File: config.mk
export PLATFORM = sky130hd
export DESIGN_NAME = gpx_expander
export DESIGN_NICKNAME = d
export VERILOG_FILES = /design/src/rtl/gpx_pkg.sv /design/src/rtl/gpx_bus_sampler.sv /design/src/rtl/gpx_target_fsm.sv /design/src/rtl/gpx_port_core.sv /design/src/rtl/gpx_expander.sv
export SDC_FILE = /design/constraint.sdc
export NUM_CORES = 1
export LEC_CHECK = 0
export BUFFER_PORTS_ARGS = -buffer_cell sky130_fd_sc_hd__buf_2
export CAP_MARGIN = 30
export CORE_AREA = 2 2 86 88
export CTS_CLUSTER_SIZE = 24
export DETAILED_ROUTE_END_ITERATION = 8
export DIE_AREA = 0 0 88 90
export PLACE_DENSITY_LB_ADDON = 0.3
export SYNTH_ARGS = -nofsm -noshare
export SYNTH_HDL_FRONTEND = slang
export SYNTH_HIERARCHICAL = 1
export SYNTH_SLANG_ARGS = --single-unit
File: constraint.sdc
create_clock -name clk -period 2.71 [get_ports clk]
set_input_delay 0.1355 -clock clk [delete_from_list [all_inputs] [get_ports clk]]
set_output_delay 0.1355 -clock clk [all_outputs]
set_load 0.05 [all_outputs]
File: src/rtl/gpx_pkg.sv
package gpx_pkg;
  localparam int LINES = 8;
  typedef enum logic [2:0] {
    ST_IDLE, ST_ADDR, ST_ADDR_ACK, ST_WR, ST_WR_ACK, ST_RD, ST_RD_ACK
  } tgt_state_t;
endpackage

File: src/rtl/gpx_bus_sampler.sv
module gpx_bus_sampler #(
  parameter int SYNC = 2
) (
  input  logic clk,
  input  logic rst_n,
  input  logic scl_i,
  input  logic sda_i,
  output logic scl_rise,
  output logic scl_fall,
  output logic sda_lvl,
  output logic start_det,
  output logic stop_det
);
  logic [SYNC-1:0] scl_sh, sda_sh;
  logic scl_p, sda_p;
  logic scl_s, sda_s;

  assign scl_s = scl_sh[SYNC-1];
  assign sda_s = sda_sh[SYNC-1];

  always_ff @(posedge clk or negedge rst_n) begin
    if (!rst_n) begin
      scl_sh <= '1;
      sda_sh <= '1;
      scl_p  <= 1'b1;
      sda_p  <= 1'b1;
    end else begin
      scl_sh <= {scl_sh[SYNC-2:0], scl_i};
      sda_sh <= {sda_sh[SYNC-2:0], sda_i};
      scl_p  <= scl_s;
      sda_p  <= sda_s;
    end
  end

  assign scl_rise  = scl_s & ~scl_p;
  assign scl_fall  = ~scl_s & scl_p;
  assign sda_lvl   = sda_s;
  assign start_det = scl_s & scl_p & sda_p & ~sda_s;
  assign stop_det  = scl_s & scl_p & ~sda_p & sda_s;
endmodule

File: src/rtl/gpx_target_fsm.sv
module gpx_target_fsm
  import gpx_pkg::*;
#(
  parameter logic [3:0] ADDR_PREFIX = 4'b0100
) (
  input  logic             clk,
  input  logic             rst_n,
  input  logic             scl_rise,
  input  logic             scl_fall,
  input  logic             sda_lvl,
  input  logic             start_det,
  input  logic             stop_det,
  input  logic [2:0]       addr_strap,
  input  logic [LINES-1:0] tx_byte,
  output logic             sda_oe,
  output logic             wr_stb,
  output logic [LINES-1:0] wr_byte,
  output logic             rd_stb
);
  tgt_state_t       state;
  logic [3:0]       bitcnt;
  logic [LINES-1:0] shreg, txsh;
  logic             rw, more_q, match;

  assign match   = (shreg[7:1] == {ADDR_PREFIX, addr_strap});
  assign wr_byte = shreg;
  assign wr_stb  = !start_det && !stop_det && scl_fall &&
                   state == ST_WR && bitcnt == 4'd8;
  assign rd_stb  = !start_det && !stop_det && scl_fall &&
                   ((state == ST_ADDR_ACK && rw) || (state == ST_RD_ACK && more_q));

  always_ff @(posedge clk or negedge rst_n) begin
    if (!rst_n) begin
      state  <= ST_IDLE;
      bitcnt <= '0;
      shreg  <= '0;
      txsh   <= '0;
      rw     <= 1'b0;
      more_q <= 1'b0;
      sda_oe <= 1'b0;
    end else if (start_det) begin
      state  <= ST_ADDR;
      bitcnt <= '0;
      sda_oe <= 1'b0;
    end else if (stop_det) begin
      state  <= ST_IDLE;
      sda_oe <= 1'b0;
    end else begin
      case (state)
        ST_ADDR, ST_WR: begin
          if (scl_rise) begin
            shreg  <= {shreg[6:0], sda_lvl};
            bitcnt <= bitcnt + 4'd1;
          end else if (scl_fall && bitcnt == 4'd8) begin
            if (state == ST_WR) begin
              sda_oe <= 1'b1;
              state  <= ST_WR_ACK;
            end else if (match) begin
              sda_oe <= 1'b1;
              rw     <= shreg[0];
              state  <= ST_ADDR_ACK;
            end else begin
              state  <= ST_IDLE;
            end
          end
        end
        ST_ADDR_ACK, ST_RD_ACK: begin
          if (scl_rise && state == ST_RD_ACK) begin
            more_q <= ~sda_lvl;
          end else if (scl_fall) begin
            bitcnt <= '0;
            if (rd_stb) begin
              txsh   <= tx_byte;
              sda_oe <= ~tx_byte[7];
              state  <= ST_RD;
            end else if (state == ST_ADDR_ACK) begin
              sda_oe <= 1'b0;
              state  <= ST_WR;
            end else begin
              sda_oe <= 1'b0;
              state  <= ST_IDLE;
            end
          end
        end
        ST_WR_ACK: begin
          if (scl_fall) begin
            sda_oe <= 1'b0;
            bitcnt <= '0;
            state  <= ST_WR;
          end
        end
        ST_RD: begin
          if (scl_fall) begin
            if (bitcnt == 4'd7) begin
              sda_oe <= 1'b0;
              more_q <= 1'b0;
              state  <= ST_RD_ACK;
            end else begin
              txsh   <= {txsh[6:0], 1'b0};
              sda_oe <= ~txsh[6];
              bitcnt <= bitcnt + 4'd1;
            end
          end
        end
        default: state <= ST_IDLE;
      endcase
    end
  end


  addr_ack_match_chk: assert property (@(posedge clk) disable iff (!rst_n)
    (state == ST_ADDR_ACK) |-> (shreg[7:1] == {ADDR_PREFIX, addr_strap}));


  sda_phase_chk: assert property (@(posedge clk) disable iff (!rst_n)
    sda_oe |-> (state == ST_ADDR_ACK || state == ST_WR_ACK || state == ST_RD));


  rd_after_ack_chk: assert property (@(posedge clk) disable iff (!rst_n)
    rd_stb |=> (state == ST_RD));
endmodule

File: src/rtl/gpx_port_core.sv
module gpx_port_core
  import gpx_pkg::*;
#(
  parameter int SYNC = 2
) (
  input  logic             clk,
  input  logic             rst_n,
  input  logic [LINES-1:0] pin_in,
  input  logic             wr_stb,
  input  logic [LINES-1:0] wr_byte,
  input  logic             rd_stb,
  output logic [LINES-1:0] line_level,
  output logic [LINES-1:0] line_drv_low,
  output logic             irq_n
);
  logic [LINES-1:0] in_sh [SYNC];
  logic [LINES-1:0] latch, prev_level, ref_q;
  logic             wr_done;

  assign line_level   = in_sh[SYNC-1] & latch;
  assign line_drv_low = ~latch;

  always_ff @(posedge clk or negedge rst_n) begin
    if (!rst_n) begin
      for (int i = 0; i < SYNC; i++) in_sh[i] <= '1;
      latch      <= '1;
      prev_level <= '1;
      ref_q      <= '1;
      wr_done    <= 1'b0;
      irq_n      <= 1'b1;
    end else begin
      in_sh[0] <= pin_in;
      for (int i = 1; i < SYNC; i++) in_sh[i] <= in_sh[i-1];
      if (wr_stb) latch <= wr_byte;
      wr_done    <= wr_stb;
      prev_level <= line_level;
      if (rd_stb) begin
        ref_q <= line_level;
        irq_n <= 1'b1;
      end else if (wr_done) begin
        irq_n <= (line_level == ref_q);
      end else if (line_level != prev_level && line_level != ref_q) begin
        irq_n <= 1'b0;
      end
    end
  end


  rd_release_chk: assert property (@(posedge clk) disable iff (!rst_n)
    rd_stb |=> irq_n);


  latch_hold_chk: assert property (@(posedge clk) disable iff (!rst_n)
    !wr_stb |=> $stable(line_drv_low));


  irq_release_src_chk: assert property (@(posedge clk) disable iff (!rst_n)
    $rose(irq_n) |-> ($past(rd_stb) || $past(wr_done)));


  irq_fall_cause_chk: assert property (@(posedge clk) disable iff (!rst_n)
    $fell(irq_n) |-> ($past(line_level) != $past(ref_q)));
endmodule

File: src/rtl/gpx_expander.sv
module gpx_expander
  import gpx_pkg::*;
#(
  parameter int         SYNC        = 2,
  parameter logic [3:0] ADDR_PREFIX = 4'b0100
) (
  input  logic             clk,
  input  logic             rst_n,
  input  logic             scl_i,
  input  logic             sda_i,
  output logic             sda_oe,
  input  logic [2:0]       addr_strap,
  input  logic [LINES-1:0] pin_in,
  output logic [LINES-1:0] line_level,
  output logic [LINES-1:0] line_drv_low,
  output logic             irq_n
);
  logic scl_rise, scl_fall, sda_lvl, start_det, stop_det;
  logic wr_stb, rd_stb;
  logic [LINES-1:0] wr_byte;

  gpx_bus_sampler #(.SYNC(SYNC)) u_sampler (
    .clk(clk), .rst_n(rst_n), .scl_i(scl_i), .sda_i(sda_i),
    .scl_rise(scl_rise), .scl_fall(scl_fall), .sda_lvl(sda_lvl),
    .start_det(start_det), .stop_det(stop_det)
  );

  gpx_target_fsm #(.ADDR_PREFIX(ADDR_PREFIX)) u_fsm (
    .clk(clk), .rst_n(rst_n), .scl_rise(scl_rise), .scl_fall(scl_fall),
    .sda_lvl(sda_lvl), .start_det(start_det), .stop_det(stop_det),
    .addr_strap(addr_strap), .tx_byte(line_level), .sda_oe(sda_oe),
    .wr_stb(wr_stb), .wr_byte(wr_byte), .rd_stb(rd_stb)
  );

  gpx_port_core #(.SYNC(SYNC)) u_core (
    .clk(clk), .rst_n(rst_n), .pin_in(pin_in), .wr_stb(wr_stb),
    .wr_byte(wr_byte), .rd_stb(rd_stb), .line_level(line_level),
    .line_drv_low(line_drv_low), .irq_n(irq_n)
  );
endmodule

==> metrics.yaml <==
power_and_ir_drop:
  cellPowerDensity_nw_per_um2: 540
  p_leak_nw: 1.69
  vdd_drop_max_mv: 0.366
  total_power_w: 0.00214
worst_setup_path:
  path_depth: 5
  setup.worst_path.start_class: "register"
  startpoint: "u_sampler/sda_sh[1]$_DFF_PN1_"
  crit_family: "simple AND/OR/NAND/NOR gates"
  worst_path_max_delay_cell: "dfstp_2"
  path_buf_inv: 1
  timing.rr.end: "u_fsm/wr_byte[7]$_DFFE_PN0P_"
  cp_slowest_stage_delay_ps: 560
  arrival_ps: 2210
  r2r_cells: 5
  worstPathMaxFanout: 11
  crit_chain: "and4b_1 > nor2_1 > buf_4 > and3_1 > mux2_1"
  cp-end-kind: "register"
  cp_data_required_time_ps: 2930
  reg2reg_slack_ps: 710
  r2r-start: "u_sampler/sda_sh[1]$_DFF_PN1_"
  critPathKind: "reg2reg"
  cp-endpoint: "u_fsm/wr_byte[7]$_DFFE_PN0P_"
logic_synthesis:
  synthArstFlopShare_pct: 100
  synth_warnings: 6
  synth.largest_area_cell: "dfstp_2"
  yosys.area_share.simple_pct: 15.4
  syn_inst: 295
  synth-xor-area-share_pct: 6.54
  synth_area_leaders: "dfstp_2, dfrtp_1, mux2_1"
  syn_area_um2: 3410
  synth.distinct_cells: 57
  synthAdderAreaFrac_pct: 0.735
  ys_seq_area_share_pct: 55.4
  synthesis.nets: 312
  synth_edf_count: 0
  yosys_most_used_dff: "dfstp_2"
  netlist.area_leader.share_pct: 36.3
  yosys-mux-area-fraction_pct: 6.69
  synth-seq-cells: 73
  synth-compound-area-share_pct: 9.15
  synth.top_cells.by_count: "dfstp_2, nand2_1, dfrtp_1"
  synth_top_family_by_area: "simple AND/OR/NAND/NOR gates"
  yosys.cell_count.top_type: "dfstp_2"
  avgSynthCellArea_um2: 11.5
placed_design:
  postPlaceCellArea_um2: 3630
  globalplace.congestion: 0.850
  io_buffers: 32
  hpwl_um: 4080
clocking:
  clk_latency_ps: 340
  clock_sinks: 73
  htreeDepth: 3
  root_buffer: "clkbuf_8"
  clockBufferDepth: 2
  cts-buffers-inserted: 9
  cts_setup_buffers: 0
  clk_pin_slew_ps: 70
  cts_tree: "yes"
route:
  post-route-drc-count: 0
  vias: 2224
  wl_per_cell_um: 13.6
  drtIter0Drc: 121
  wirelength_um: 6010
  drtPass1Iterations: 4
  vias_per_cell: 5.03
  antenna_left: 0
floorplan:
  die_w_um: 88
  die_h_um: 90
  initial_utilization_pct: 48.5
  coreArea_um2: 7020
  rows: 31
  io_pins: 33
  die-area_um2: 7920
global_route:
  antenna_found_initial: 0
  grt_overflow: 0
  grt_pass1_wl_um: 10300
  grt_max_degree: 49
  grt.total_usage_pct: 16.8
  grt_pass1_vias: 2173
sta:
  final-setup-viol-count: 0
  fin_skew_ps: 9.41
  max_freq_mhz: 500
  maxSlewViolCount: 0
  finalCriticalPeriod_ps: 2000
  holdWs_ps: 341
  finalSetupTns_ps: 0
  worstMarginPinSlew_ps: 592
  period_share_pct: 73.8
  hold_viol: 0
  rsz0062_at_grt: "false"
  timing.max_slew.rel_slack_pct: 60.5
layout:
  area_delta_synth_final_pct: 16.1
  drive_gt1_share_pct: 35.3
  diodes: 0
  nets: 355
  fin_area_um2: 3960
status:
  run_status: "finished clean"
job:
  max_cap_viol_count: 0
worst_hold_path:
  hp-class: "in2async"
==> area by class of cell <==
type | count | area (um2)
repair buffers | 51 | 343
inverters | 20 | 75.1
fillers | 604 | 3070
clock buffers | 13 | 170
multi-input cells | 183 | 1310
well taps | 99 | 124
clock inverters | 3 | 46.3
flip-flops and latches | 73 | 1890
==> power by group <==
| part | total [W] | switching (W) | internal, W |
|---|---|---|---|
| Sequential | 0.00115 | 0.0000164 | 0.00113 |
| Clock | 0.000901 | 0.000390 | 0.000511 |
| Combinational | 0.0000889 | 0.0000490 | 0.0000400 |
==> routing by layer <==
layer  global-route usage (%)  share of wire, %  routed length, um
met5                        0                 0                  0
met4                     6.41               1.7                102
met3                     4.32               4.9                293
met2                     24.1                46               2760
met1                     24.4                48               2860
==> stage by stage <==
step                      cells  util [%]  worst slack [ps]
after floorplan             295         -               714
after global routing        442      56.3               508
after detailed placement    415      51.7               733
final                       442      56.3               711
after CTS                   442      56.3               722
after global placement      415      51.7               755
==> kinds of logic (layout without fill, tap and decap cells) <==
kind of cell | after synthesis | after routing
adders and majority gates | 2 | 2
xor gates and xnor gates | 19 | 19
muxes | 21 | 21
buffers and inverters | 39 | 87
AOI/OAI and AO/OA | 48 | 48
and+or+nand+nor | 93 | 93
DFF | 73 | 73
==> worst reg2reg max path, cell delays in order (launching register included) <==
cell and delay, ps:
dfstp_2 560, and4b_1 260, nor2_1 130, buf_4 180, and3_1 380, mux2_1 370
==> how the worst min path moves through the flow <==
stage | depth (start not counted) | start | endpoint | slack (ps)
floorplan | 0 | rst_n | u_core/wr_done$_DFF_PN0_ | -160
global placement | 1 | rst_n | u_fsm/txsh[2]$_DFFE_PN0P_ | 160
detailed placement | 1 | rst_n | u_fsm/txsh[2]$_DFFE_PN0P_ | 170
CTS | 2 | rst_n | u_fsm/txsh[5]$_DFFE_PN0P_ | 350
global route | 0 | u_core/in_sh[11]$_DFF_PN1_ | u_core/in_sh[3]$_DFF_PN1_ | 360
finish | 2 | rst_n | u_fsm/txsh[2]$_DFFE_PN0P_ | 340
==> flip-flops by register name, summed over array words and instances (netlist names) <==
signal and cells:
u_core/in_sh 16, u_core/prev_level 8, u_fsm/txsh 7, u_fsm/more_q 1
u_fsm/state 3, u_sampler/sda_sh 2, u_core/latch 8, u_fsm/bitcnt 4
u_sampler/scl_sh 2, u_sampler/sda_p 1, u_sampler/scl_p 1, u_fsm/wr_byte 8
u_fsm/sda_oe 1, u_core/irq_n 1, u_core/wr_done 1, u_fsm/rw 1
u_core/ref_q 8
==> cell usage in the layout, fill, tap and decap left out, types with 4 or more instances in the layout <==
master / count
nand2_1: 34
mux2_1: 13
clkbuf_8: 10
buf_2: 32
inv_1: 20
nand3_1: 7
and2_4: 6
xnor2_2: 5
o21ai_0: 15
xnor2_1: 9
o21ai_1: 8
dfstp_2: 47
a21oi_1: 5
buf_4: 7
dlygate4sd3_1: 11
xor2_1: 4
dfrtp_1: 26
nor2_1: 12
mux2i_1: 7
==> what timing repair did <==
item                                   in CTS  in global routing
endpoints found under the hold margin      16                  0
gates resized for setup                     0                  0
hold buffers                               11                  0
Note: power is estimated with default switching activity, not from simulation.
